==> config.mk <==
export PLATFORM = sky130hd
export DESIGN_NAME = ssr_slave
export DESIGN_NICKNAME = d
export VERILOG_FILES = /design/src/rtl/ssr_pkg.sv /design/src/rtl/ssr_line_sync.sv /design/src/rtl/ssr_reg_bank.sv /design/src/rtl/ssr_slave.sv
export SDC_FILE = /design/constraint.sdc
export NUM_CORES = 1
export LEC_CHECK = 0
export ABC_AREA = 1
export BUFFER_PORTS_ARGS = -buffer_cell sky130_fd_sc_hd__buf_2
export CORE_UTILIZATION = 40
export CTS_CLUSTER_DIAMETER = 100
export DETAILED_ROUTE_END_ITERATION = 6
export GPL_ROUTABILITY_DRIVEN = 0
export HOLD_SLACK_MARGIN = 0.08
export PLACE_DENSITY = 0.53
export REMOVE_ABC_BUFFERS = 1
export SLEW_MARGIN = 0
export SYNTH_ARGS = -nofsm -noshare
export SYNTH_HDL_FRONTEND = slang
export SYNTH_SLANG_ARGS = --single-unit
==> constraint.sdc <==
create_clock -name clk -period 3.5 [get_ports clk]
set_input_delay 0.175 -clock clk [delete_from_list [all_inputs] [get_ports clk]]
set_output_delay 0.175 -clock clk [all_outputs]
set_load 0.02 [all_outputs]
==> src/rtl/ssr_pkg.sv <==
package ssr_pkg;
    localparam int unsigned AW    = 6;
    localparam int unsigned DW    = 8;
    localparam int unsigned DEPTH = 1 << AW;
    localparam int unsigned CW    = $clog2(DW + 2);

    typedef enum logic [2:0] {
        PH_IDLE,
        PH_DEV,
        PH_RAB,
        PH_WDATA,
        PH_READ
    } phase_e;

    typedef struct packed {
        phase_e          phase;
        logic [CW-1:0]   cnt;
        logic [DW-1:0]   sh;
        logic            pull;
        logic [AW-1:0]   ptr;
        logic            inc;
        logic            first_rd;
        logic            mack;
    } ctl_s;
endpackage

==> src/rtl/ssr_line_sync.sv <==
module ssr_line_sync #(
    parameter int unsigned STAGES = 2
) (
    input  logic clk,
    input  logic rst_n,
    input  logic sc_i,
    input  logic sd_i,
    output logic sc_o,
    output logic sd_o,
    output logic sc_rise_o,
    output logic sc_fall_o,
    output logic start_o,
    output logic stop_o
);
    logic [STAGES-1:0] sc_pipe_q, sd_pipe_q;
    logic              sc_prev_q, sd_prev_q;

    always_ff @(posedge clk or negedge rst_n) begin
        if (!rst_n) begin
            sc_pipe_q <= '1;
            sd_pipe_q <= '1;
            sc_prev_q <= 1'b1;
            sd_prev_q <= 1'b1;
        end else begin
            sc_pipe_q <= {sc_pipe_q[STAGES-2:0], sc_i};
            sd_pipe_q <= {sd_pipe_q[STAGES-2:0], sd_i};
            sc_prev_q <= sc_pipe_q[STAGES-1];
            sd_prev_q <= sd_pipe_q[STAGES-1];
        end
    end

    assign sc_o      = sc_pipe_q[STAGES-1];
    assign sd_o      = sd_pipe_q[STAGES-1];
    assign sc_rise_o = sc_o & ~sc_prev_q;
    assign sc_fall_o = ~sc_o & sc_prev_q;
    // data edges while the clock stays high are framing events
    assign start_o   = sc_o & sc_prev_q & sd_prev_q & ~sd_o;
    assign stop_o    = sc_o & sc_prev_q & ~sd_prev_q & sd_o;
endmodule

==> src/rtl/ssr_reg_bank.sv <==
module ssr_reg_bank
    import ssr_pkg::*;
(
    input  logic          clk,
    input  logic          rst_n,
    input  logic          we_i,
    input  logic [AW-1:0] waddr_i,
    input  logic [DW-1:0] wdata_i,
    input  logic [AW-1:0] raddr_a_i,
    output logic [DW-1:0] rdata_a_o,
    input  logic [AW-1:0] raddr_b_i,
    output logic [DW-1:0] rdata_b_o
);
    logic [DW-1:0] mem_q [DEPTH];

    always_ff @(posedge clk or negedge rst_n) begin
        if (!rst_n) begin
            for (int i = 0; i < int'(DEPTH); i++) mem_q[i] <= '0;
        end else if (we_i) begin
            mem_q[waddr_i] <= wdata_i;
        end
    end

    assign rdata_a_o = mem_q[raddr_a_i];
    assign rdata_b_o = mem_q[raddr_b_i];

    // a strobed write lands at the addressed entry
    p_write_store_r4: assert property (@(posedge clk) disable iff (!rst_n)
        we_i |=> mem_q[$past(waddr_i)] == $past(wdata_i));
endmodule

==> src/rtl/ssr_slave.sv <==
module ssr_slave
    import ssr_pkg::*;
#(
    parameter logic [6:0]  DEV_ADDR    = 7'h3A,
    parameter int unsigned SYNC_STAGES = 2
) (
    input  logic          clk,
    input  logic          rst_n,
    input  logic          sc_i,
    input  logic          sd_i,
    output logic          sd_pull_o,
    input  logic [AW-1:0] side_addr_i,
    output logic [DW-1:0] side_data_o
);
    localparam logic [CW-1:0] BIT_LAST = CW'(DW);
    localparam logic [CW-1:0] ACK_SLOT = CW'(DW + 1);

    logic sc_s, sd_s, sc_rise, sc_fall, start_ev, stop_ev;
    ctl_s q, d;
    logic          we, ld_en;
    logic [AW-1:0] load_addr;
    logic [DW-1:0] rd_a;

    ssr_line_sync #(.STAGES(SYNC_STAGES)) u_sync (
        .clk       (clk),
        .rst_n     (rst_n),
        .sc_i      (sc_i),
        .sd_i      (sd_i),
        .sc_o      (sc_s),
        .sd_o      (sd_s),
        .sc_rise_o (sc_rise),
        .sc_fall_o (sc_fall),
        .start_o   (start_ev),
        .stop_o    (stop_ev)
    );

    ssr_reg_bank u_bank (
        .clk       (clk),
        .rst_n     (rst_n),
        .we_i      (we),
        .waddr_i   (q.ptr),
        .wdata_i   (q.sh),
        .raddr_a_i (load_addr),
        .rdata_a_o (rd_a),
        .raddr_b_i (side_addr_i),
        .rdata_b_o (side_data_o)
    );

    // first fetch after an address byte, or no increment: keep the pointer
    assign load_addr = (q.first_rd || !q.inc) ? q.ptr : q.ptr + AW'(1);

    always_comb begin
        d     = q;
        we    = 1'b0;
        ld_en = 1'b0;
        if (stop_ev) begin
            d.phase = PH_IDLE;
            d.pull  = 1'b0;
            d.cnt   = '0;
        end else if (start_ev) begin
            d.phase = PH_DEV;
            d.pull  = 1'b0;
            d.cnt   = '0;
        end else if (q.phase != PH_IDLE) begin
            if (sc_rise) begin
                if (q.cnt < BIT_LAST) begin
                    if (q.phase != PH_READ) d.sh = {q.sh[DW-2:0], sd_s};
                    d.cnt = q.cnt + CW'(1);
                end else if (q.cnt == BIT_LAST) begin
                    d.cnt = ACK_SLOT;
                    if (q.phase == PH_READ) d.mack = ~sd_s;
                end
            end else if (sc_fall) begin
                if (q.phase == PH_READ) begin
                    if (q.cnt >= CW'(1) && q.cnt < BIT_LAST) begin
                        d.sh   = {q.sh[DW-2:0], 1'b0};
                        d.pull = ~q.sh[DW-2];
                    end else if (q.cnt == BIT_LAST) begin
                        d.pull = 1'b0;
                    end else if (q.cnt == ACK_SLOT) begin
                        d.cnt = '0;
                        if (q.mack) begin
                            ld_en      = 1'b1;
                            d.ptr      = load_addr;
                            d.first_rd = 1'b0;
                            d.sh       = rd_a;
                            d.pull     = ~rd_a[DW-1];
                        end else begin
                            d.phase = PH_IDLE;
                            d.pull  = 1'b0;
                        end
                    end
                end else if (q.cnt == BIT_LAST) begin
                    unique case (q.phase)
                        PH_DEV: begin
                            if (q.sh[DW-1:1] == DEV_ADDR) begin
                                d.pull = 1'b1;
                                if (q.sh[0]) begin
                                    d.phase = PH_READ;
                                    d.mack  = 1'b1;
                                end else begin
                                    d.phase = PH_RAB;
                                end
                            end else begin
                                d.phase = PH_IDLE;
                            end
                        end
                        PH_RAB: begin
                            d.ptr      = q.sh[AW-1:0];
                            d.inc      = q.sh[AW];
                            d.first_rd = 1'b1;
                            d.pull     = 1'b1;
                            d.phase    = PH_WDATA;
                        end
                        PH_WDATA: begin
                            we     = 1'b1;
                            d.pull = 1'b1;
                            if (q.inc) d.ptr   = q.ptr + AW'(1);
                            else       d.phase = PH_RAB;
                        end
                        default: d.phase = PH_IDLE;
                    endcase
                end else if (q.cnt == ACK_SLOT) begin
                    d.pull = 1'b0;
                    d.cnt  = '0;
                end
            end
        end
    end

    always_ff @(posedge clk or negedge rst_n) begin
        if (!rst_n) begin
            q <= '{phase: PH_IDLE, cnt: '0, sh: '0, pull: 1'b0, ptr: '0,
                   inc: 1'b0, first_rd: 1'b0, mack: 1'b0};
        end else begin
            q <= d;
        end
    end

    assign sd_pull_o = q.pull;

    // drive on SD only moves while SC is low (framing events excepted)
    p_pull_quiet_high_r8: assert property (@(posedge clk) disable iff (!rst_n)
        (sc_s && $past(sc_s) && !$past(start_ev) && !$past(stop_ev)) |-> $stable(q.pull));
    // a STOP always leaves SD released
    p_stop_release_r9: assert property (@(posedge clk) disable iff (!rst_n)
        stop_ev |=> !q.pull);
    // START restarts framing on a device address byte
    p_restart_frame_r10: assert property (@(posedge clk) disable iff (!rst_n)
        (start_ev && !stop_ev) |=> (q.phase == PH_DEV && q.cnt == '0));
    // incrementing write steps the pointer by one, modulo the bank size
    p_inc_write_step_r4: assert property (@(posedge clk) disable iff (!rst_n)
        (we && q.inc) |=> q.ptr == AW'($past(q.ptr) + AW'(1)));
    // alternating write keeps the pointer and expects an address byte
    p_alt_write_hold_r5: assert property (@(posedge clk) disable iff (!rst_n)
        (we && !q.inc) |=> (q.ptr == $past(q.ptr) && q.phase == PH_RAB));
    // later incrementing fetches pre-advance the pointer
    p_read_preinc_r6: assert property (@(posedge clk) disable iff (!rst_n)
        (ld_en && q.inc && !q.first_rd) |=> q.ptr == AW'($past(q.ptr) + AW'(1)));
    // non-incrementing fetches leave the pointer alone
    p_read_hold_r7: assert property (@(posedge clk) disable iff (!rst_n)
        (ld_en && !q.inc) |=> q.ptr == $past(q.ptr));
endmodule

==> metrics.txt <==
# TYPE chip_impl_metric gauge
chip_impl_info{name="status",value="completed"} 1
chip_impl_metric{name="setup_viol_count_final",unit=""} 0
chip_impl_metric{name="track_usage",unit="%"} 30.4
chip_impl_metric{name="synth_edf_count",unit=""} 0
chip_impl_info{name="worstSetupPathType",value="reg -> reg"} 1
chip_impl_info{name="top_reg_cell_synth",value="sky130_fd_sc_hd__dfrtp_1"} 1
chip_impl_metric{name="drc",unit=""} 0
chip_impl_info{name="tritoncts",value="yes"} 1
chip_impl_metric{name="area_of_the_placeable_core",unit="µm²"} 76300
chip_impl_metric{name="post_route_ant_nets",unit=""} 0
chip_impl_metric{name="finish.instance_area",unit="µm²"} 34500
chip_impl_metric{name="detail_route.first_pass.iterations",unit=""} 5
chip_impl_metric{name="clk_transition_reported_paths",unit="ns"} 0.06
chip_impl_metric{name="required",unit="ns"} 3.99
chip_impl_metric{name="finalNetCount",unit=""} 4155
chip_impl_metric{name="synth.yosys.seq_area_share",unit="%"} 43.9
chip_impl_metric{name="pwr_dens",unit="nW/µm²"} 454
chip_impl_metric{name="timing.fmax",unit="MHz"} 327
chip_impl_metric{name="asyncSetResetFlopFracSynth",unit="%"} 100
chip_impl_metric{name="antenna_cells",unit=""} 0
chip_impl_metric{name="critical_path.max_fanout",unit=""} 16
chip_impl_metric{name="power.switching",unit="mW"} 4.62
chip_impl_metric{name="tritoncts.num_buffers",unit=""} 67
chip_impl_metric{name="critPathMaxStageDelay",unit="ns"} 0.59
chip_impl_metric{name="power_frac_comb",unit="%"} 12.5
chip_impl_metric{name="dpl_cell_area",unit="µm²"} 32200
chip_impl_metric{name="htreeDepth",unit=""} 3
chip_impl_info{name="end_kind",value="flop"} 1
chip_impl_metric{name="cts.sinks",unit=""} 543
chip_impl_metric{name="swShare",unit="%"} 29.5
chip_impl_metric{name="synth_top_area_share",unit="%"} 43.4
chip_impl_metric{name="reg2reg_depth",unit=""} 13
chip_impl_info{name="rsz0062_at_grt",value="no"} 1
chip_impl_metric{name="synth.cell_area",unit="µm²"} 31000
chip_impl_metric{name="io_buffer_count",unit=""} 18
chip_impl_metric{name="grt_overflow_total",unit=""} 0
chip_impl_metric{name="power.internal",unit="mW"} 11.1
chip_impl_metric{name="grt_antenna_before_repair",unit=""} 3
chip_impl_info{name="slowest_stage",value="sky130_fd_sc_hd__o21ai_4"} 1
chip_impl_info{name="crit_path_cell_trace",value="nand2_1, buf_4, inv_1, o21ai_4, buf_4, buf_4, nand3_1, nand3_1, nand3_1, nand3_1, nand3_1, nand2_1, a21oi_1"} 1
chip_impl_metric{name="timing.final.max_slew_violations",unit=""} 0
chip_impl_metric{name="clk-insertion-delay-late",unit="ns"} 0.62
chip_impl_info{name="worstReg2RegStart",value="q[2]"} 1
chip_impl_metric{name="initial_core_util",unit="%"} 40.6
chip_impl_metric{name="ys_seq_elements",unit=""} 543
chip_impl_info{name="synthMostInstantiatedCell",value="sky130_fd_sc_hd__nand2_1"} 1
chip_impl_info{name="yosys-top-cells-count",value="sky130_fd_sc_hd__nand2_1, sky130_fd_sc_hd__o21ai_0, sky130_fd_sc_hd__dfrtp_1"} 1
chip_impl_metric{name="io_pins",unit=""} 19
chip_impl_metric{name="power.ir.vdd_worst",unit="V"} 0.000321
chip_impl_info{name="clockRootBuffer",value="sky130_fd_sc_hd__clkbuf_16"} 1
chip_impl_metric{name="cp.arrival",unit="ns"} 3.55
chip_impl_metric{name="cts_setup_buffers",unit=""} 0
chip_impl_metric{name="design.die.area",unit="µm²"} 78600
chip_impl_metric{name="std_cell_rows",unit=""} 101
chip_impl_info{name="worstSetupStartpointType",value="flop"} 1
chip_impl_metric{name="seqPwrFrac",unit="%"} 41.1
chip_impl_metric{name="maxCapViolations",unit=""} 0
chip_impl_metric{name="clk_path_buf_depth",unit=""} 3
chip_impl_metric{name="fin_hold_ws",unit="ns"} 0.0815
chip_impl_info{name="crit_path_frequent_cell",value="sky130_fd_sc_hd__nand3_1"} 1
chip_impl_metric{name="layoutNonFillerInstCount",unit=""} 5218
chip_impl_metric{name="postRouteWirelength",unit="mm"} 119
chip_impl_metric{name="clock_power_share",unit="%"} 46.3
chip_impl_metric{name="timing.reg2reg.setup_slack",unit="ns"} 0.45
chip_impl_metric{name="grt_pass1_wl",unit="mm"} 181
chip_impl_info{name="synthDominantAreaCellType",value="sky130_fd_sc_hd__dfrtp_1"} 1
chip_impl_metric{name="leakagePower",unit="nW"} 15.6
chip_impl_metric{name="yosys_warnings",unit=""} 0
chip_impl_metric{name="grt_max_degree",unit=""} 100
chip_impl_metric{name="syn_area_per_cell",unit="µm²"} 7.26
chip_impl_metric{name="post-place-cells",unit=""} 5096
chip_impl_metric{name="final.fill_count",unit=""} 7875
chip_impl_metric{name="vias",unit=""} 29700
chip_impl_metric{name="fp.dieW",unit="µm"} 280
chip_impl_metric{name="layout_worst_path_cycle_share",unit="%"} 87.2
chip_impl_metric{name="syn_to_final_growth",unit="%"} 11.4
chip_impl_metric{name="final_hold_viol_count",unit=""} 0
chip_impl_metric{name="finalWorstPathRequiredPeriod",unit="ns"} 3.05
chip_impl_metric{name="worst_pin_slew",unit="ns"} 1.06
chip_impl_metric{name="post_synth_num_cell_types",unit=""} 47
chip_impl_metric{name="wire_per_inst",unit="µm"} 22.8
chip_impl_metric{name="slew_limit_headroom",unit="%"} 29.6
chip_impl_info{name="hp-class",value="in -> async"} 1
chip_impl_metric{name="detailed_place_hpwl",unit="mm"} 76.4
chip_impl_info{name="timing.rr.end",value="q[17]"} 1
chip_impl_metric{name="drive_gt1_share",unit="%"} 7.50
chip_impl_metric{name="detail_route.iter0.violations",unit=""} 3623
chip_impl_info{name="synthTopCellsByArea",value="sky130_fd_sc_hd__dfrtp_1, sky130_fd_sc_hd__nand2_1, sky130_fd_sc_hd__o21ai_0, sky130_fd_sc_hd__nand3_1, sky130_fd_sc_hd__nor2_1"} 1
chip_impl_metric{name="fin_skew",unit="ns"} 0.0378
chip_impl_metric{name="vias_per_cell",unit=""} 5.69
chip_impl_metric{name="synthesis.instances",unit=""} 4266
chip_impl_metric{name="die_height",unit="µm"} 280
chip_impl_metric{name="first_global_vias",unit=""} 27200
==> metrics by stage <==
step / setup TNS (ns) / setup slack, ns / util (%) / total power, mW
after floorplan: -28.38 / -2.79 / - / 7.26
after global placement: 0 / 0.596 / 42.2 / 8.51
after detailed placement: 0 / 0.579 / 42.2 / 8.49
after CTS: 0 / 0.559 / 45.2 / 15.8
after global routing: 0 / 0.296 / 45.2 / 16.1
final: 0 / 0.446 / 45.2 / 15.7
==> kinds of logic after synthesis <==
kind of cell | Yosys count | share of synthesized area [%]
buf+inv | 675 | 8.73
fa+ha+maj | 7 | 0.283
flops | 543 | 43.9
mux | 57 | 1.84
xor+xnor | 2 | 0.0566
compound gates | 1094 | 19.3
simple gates | 1888 | 25.9
==> critical path, delay by kind of cell (launching register included) <==
kind	cells	cell delay (ns)
AO/OA/AOI/OAI	2	0.64
buffers and inverters	4	0.86
flip-flops	1	0.44
AND/OR/NAND/NOR	7	0.96
==> sequential cells by signal, summed over array words and instances (netlist names) <==
signal and count:
u_sync.sc_prev_q 1, u_sync.sd_pipe_q 2, u_sync.sc_pipe_q 2, q 24, u_bank.mem_q 512, u_sync.sd_prev_q 1
sd_pull_o 1
==> cell type report <==
type / count / area, µm² / share of cell area, %
multi-input combinational: 3048 / 14700 / 42.7
sequential: 543 / 13600 / 39.4
clock buffer: 95 / 1980 / 5.72
timing repair buffer: 133 / 1330 / 3.86
inverter: 345 / 1300 / 3.78
tap: 1030 / 1290 / 3.73
clock inverter: 24 / 290 / 0.841
==> routing by layer <==
| metal | up-vias | global-route usage (%) | wire (µm) |
|---|---|---|---|
| met1 | 14200 | 44.6 | 53700 |
| met4 | 4 | 12.2 | 4920 |
| met3 | 243 | 5.56 | 9950 |
| met5 | - | 0 | 22 |
| li1 | 13900 | - | - |
| met2 | 1309 | 43.9 | 50200 |
==> power by group through the flow <==
stage	logic (mW)	registers (mW)	clock network, mW
floorplan	0.695	6.57	0
global placement	1.95	6.56	0
detailed placement	1.93	6.56	0
CTS	1.94	6.44	7.38
global route	2.09	6.44	7.61
finish	1.96	6.45	7.26
==> what timing repair did <==
| action | CTS | global route |
|---|---|---|
| resized for setup | 0 | 0 |
| hold buffers | 3 | 0 |
| hold endpoints to repair | 496 | 0 |
==> how the worst max path moves through the flow <==
stage                           startpoint             end  slack, ns  depth (start not counted)
after floorplan                       q[1]           q[13]      -2.79                         13
after global placement                q[2]           q[15]       0.60                         16
after detailed placement              q[2]           q[15]       0.58                         16
after CTS                 u_bank.mem_q[54]  side_data_o[6]       0.56                          9
after global routing                  q[2]           q[17]       0.30                         13
final                                 q[2]           q[17]       0.45                         13
==> layout by cell type, fill, tap and decap left out, types with 10 or more instances in the layout <==
cell                        count
sky130_fd_sc_hd__nand3_1      500
sky130_fd_sc_hd__dfrtp_1      537
sky130_fd_sc_hd__clkinv_2      15
sky130_fd_sc_hd__o221ai_1      23
sky130_fd_sc_hd__a21oi_1      160
sky130_fd_sc_hd__o22ai_1       80
sky130_fd_sc_hd__o211ai_1      36
sky130_fd_sc_hd__clkbuf_16     70
sky130_fd_sc_hd__clkbuf_1      12
sky130_fd_sc_hd__mux2i_1       57
sky130_fd_sc_hd__a21oi_2       16
sky130_fd_sc_hd__o21ai_0      731
sky130_fd_sc_hd__nor2_4        10
sky130_fd_sc_hd__nor2_1       345
sky130_fd_sc_hd__nand2_1      997
sky130_fd_sc_hd__a221oi_1      22
sky130_fd_sc_hd__clkbuf_8      13
sky130_fd_sc_hd__buf_4         85
sky130_fd_sc_hd__buf_2         15
sky130_fd_sc_hd__buf_12        28
sky130_fd_sc_hd__inv_1        323
sky130_fd_sc_hd__inv_2         15
Power figures use the tool's default switching activity.
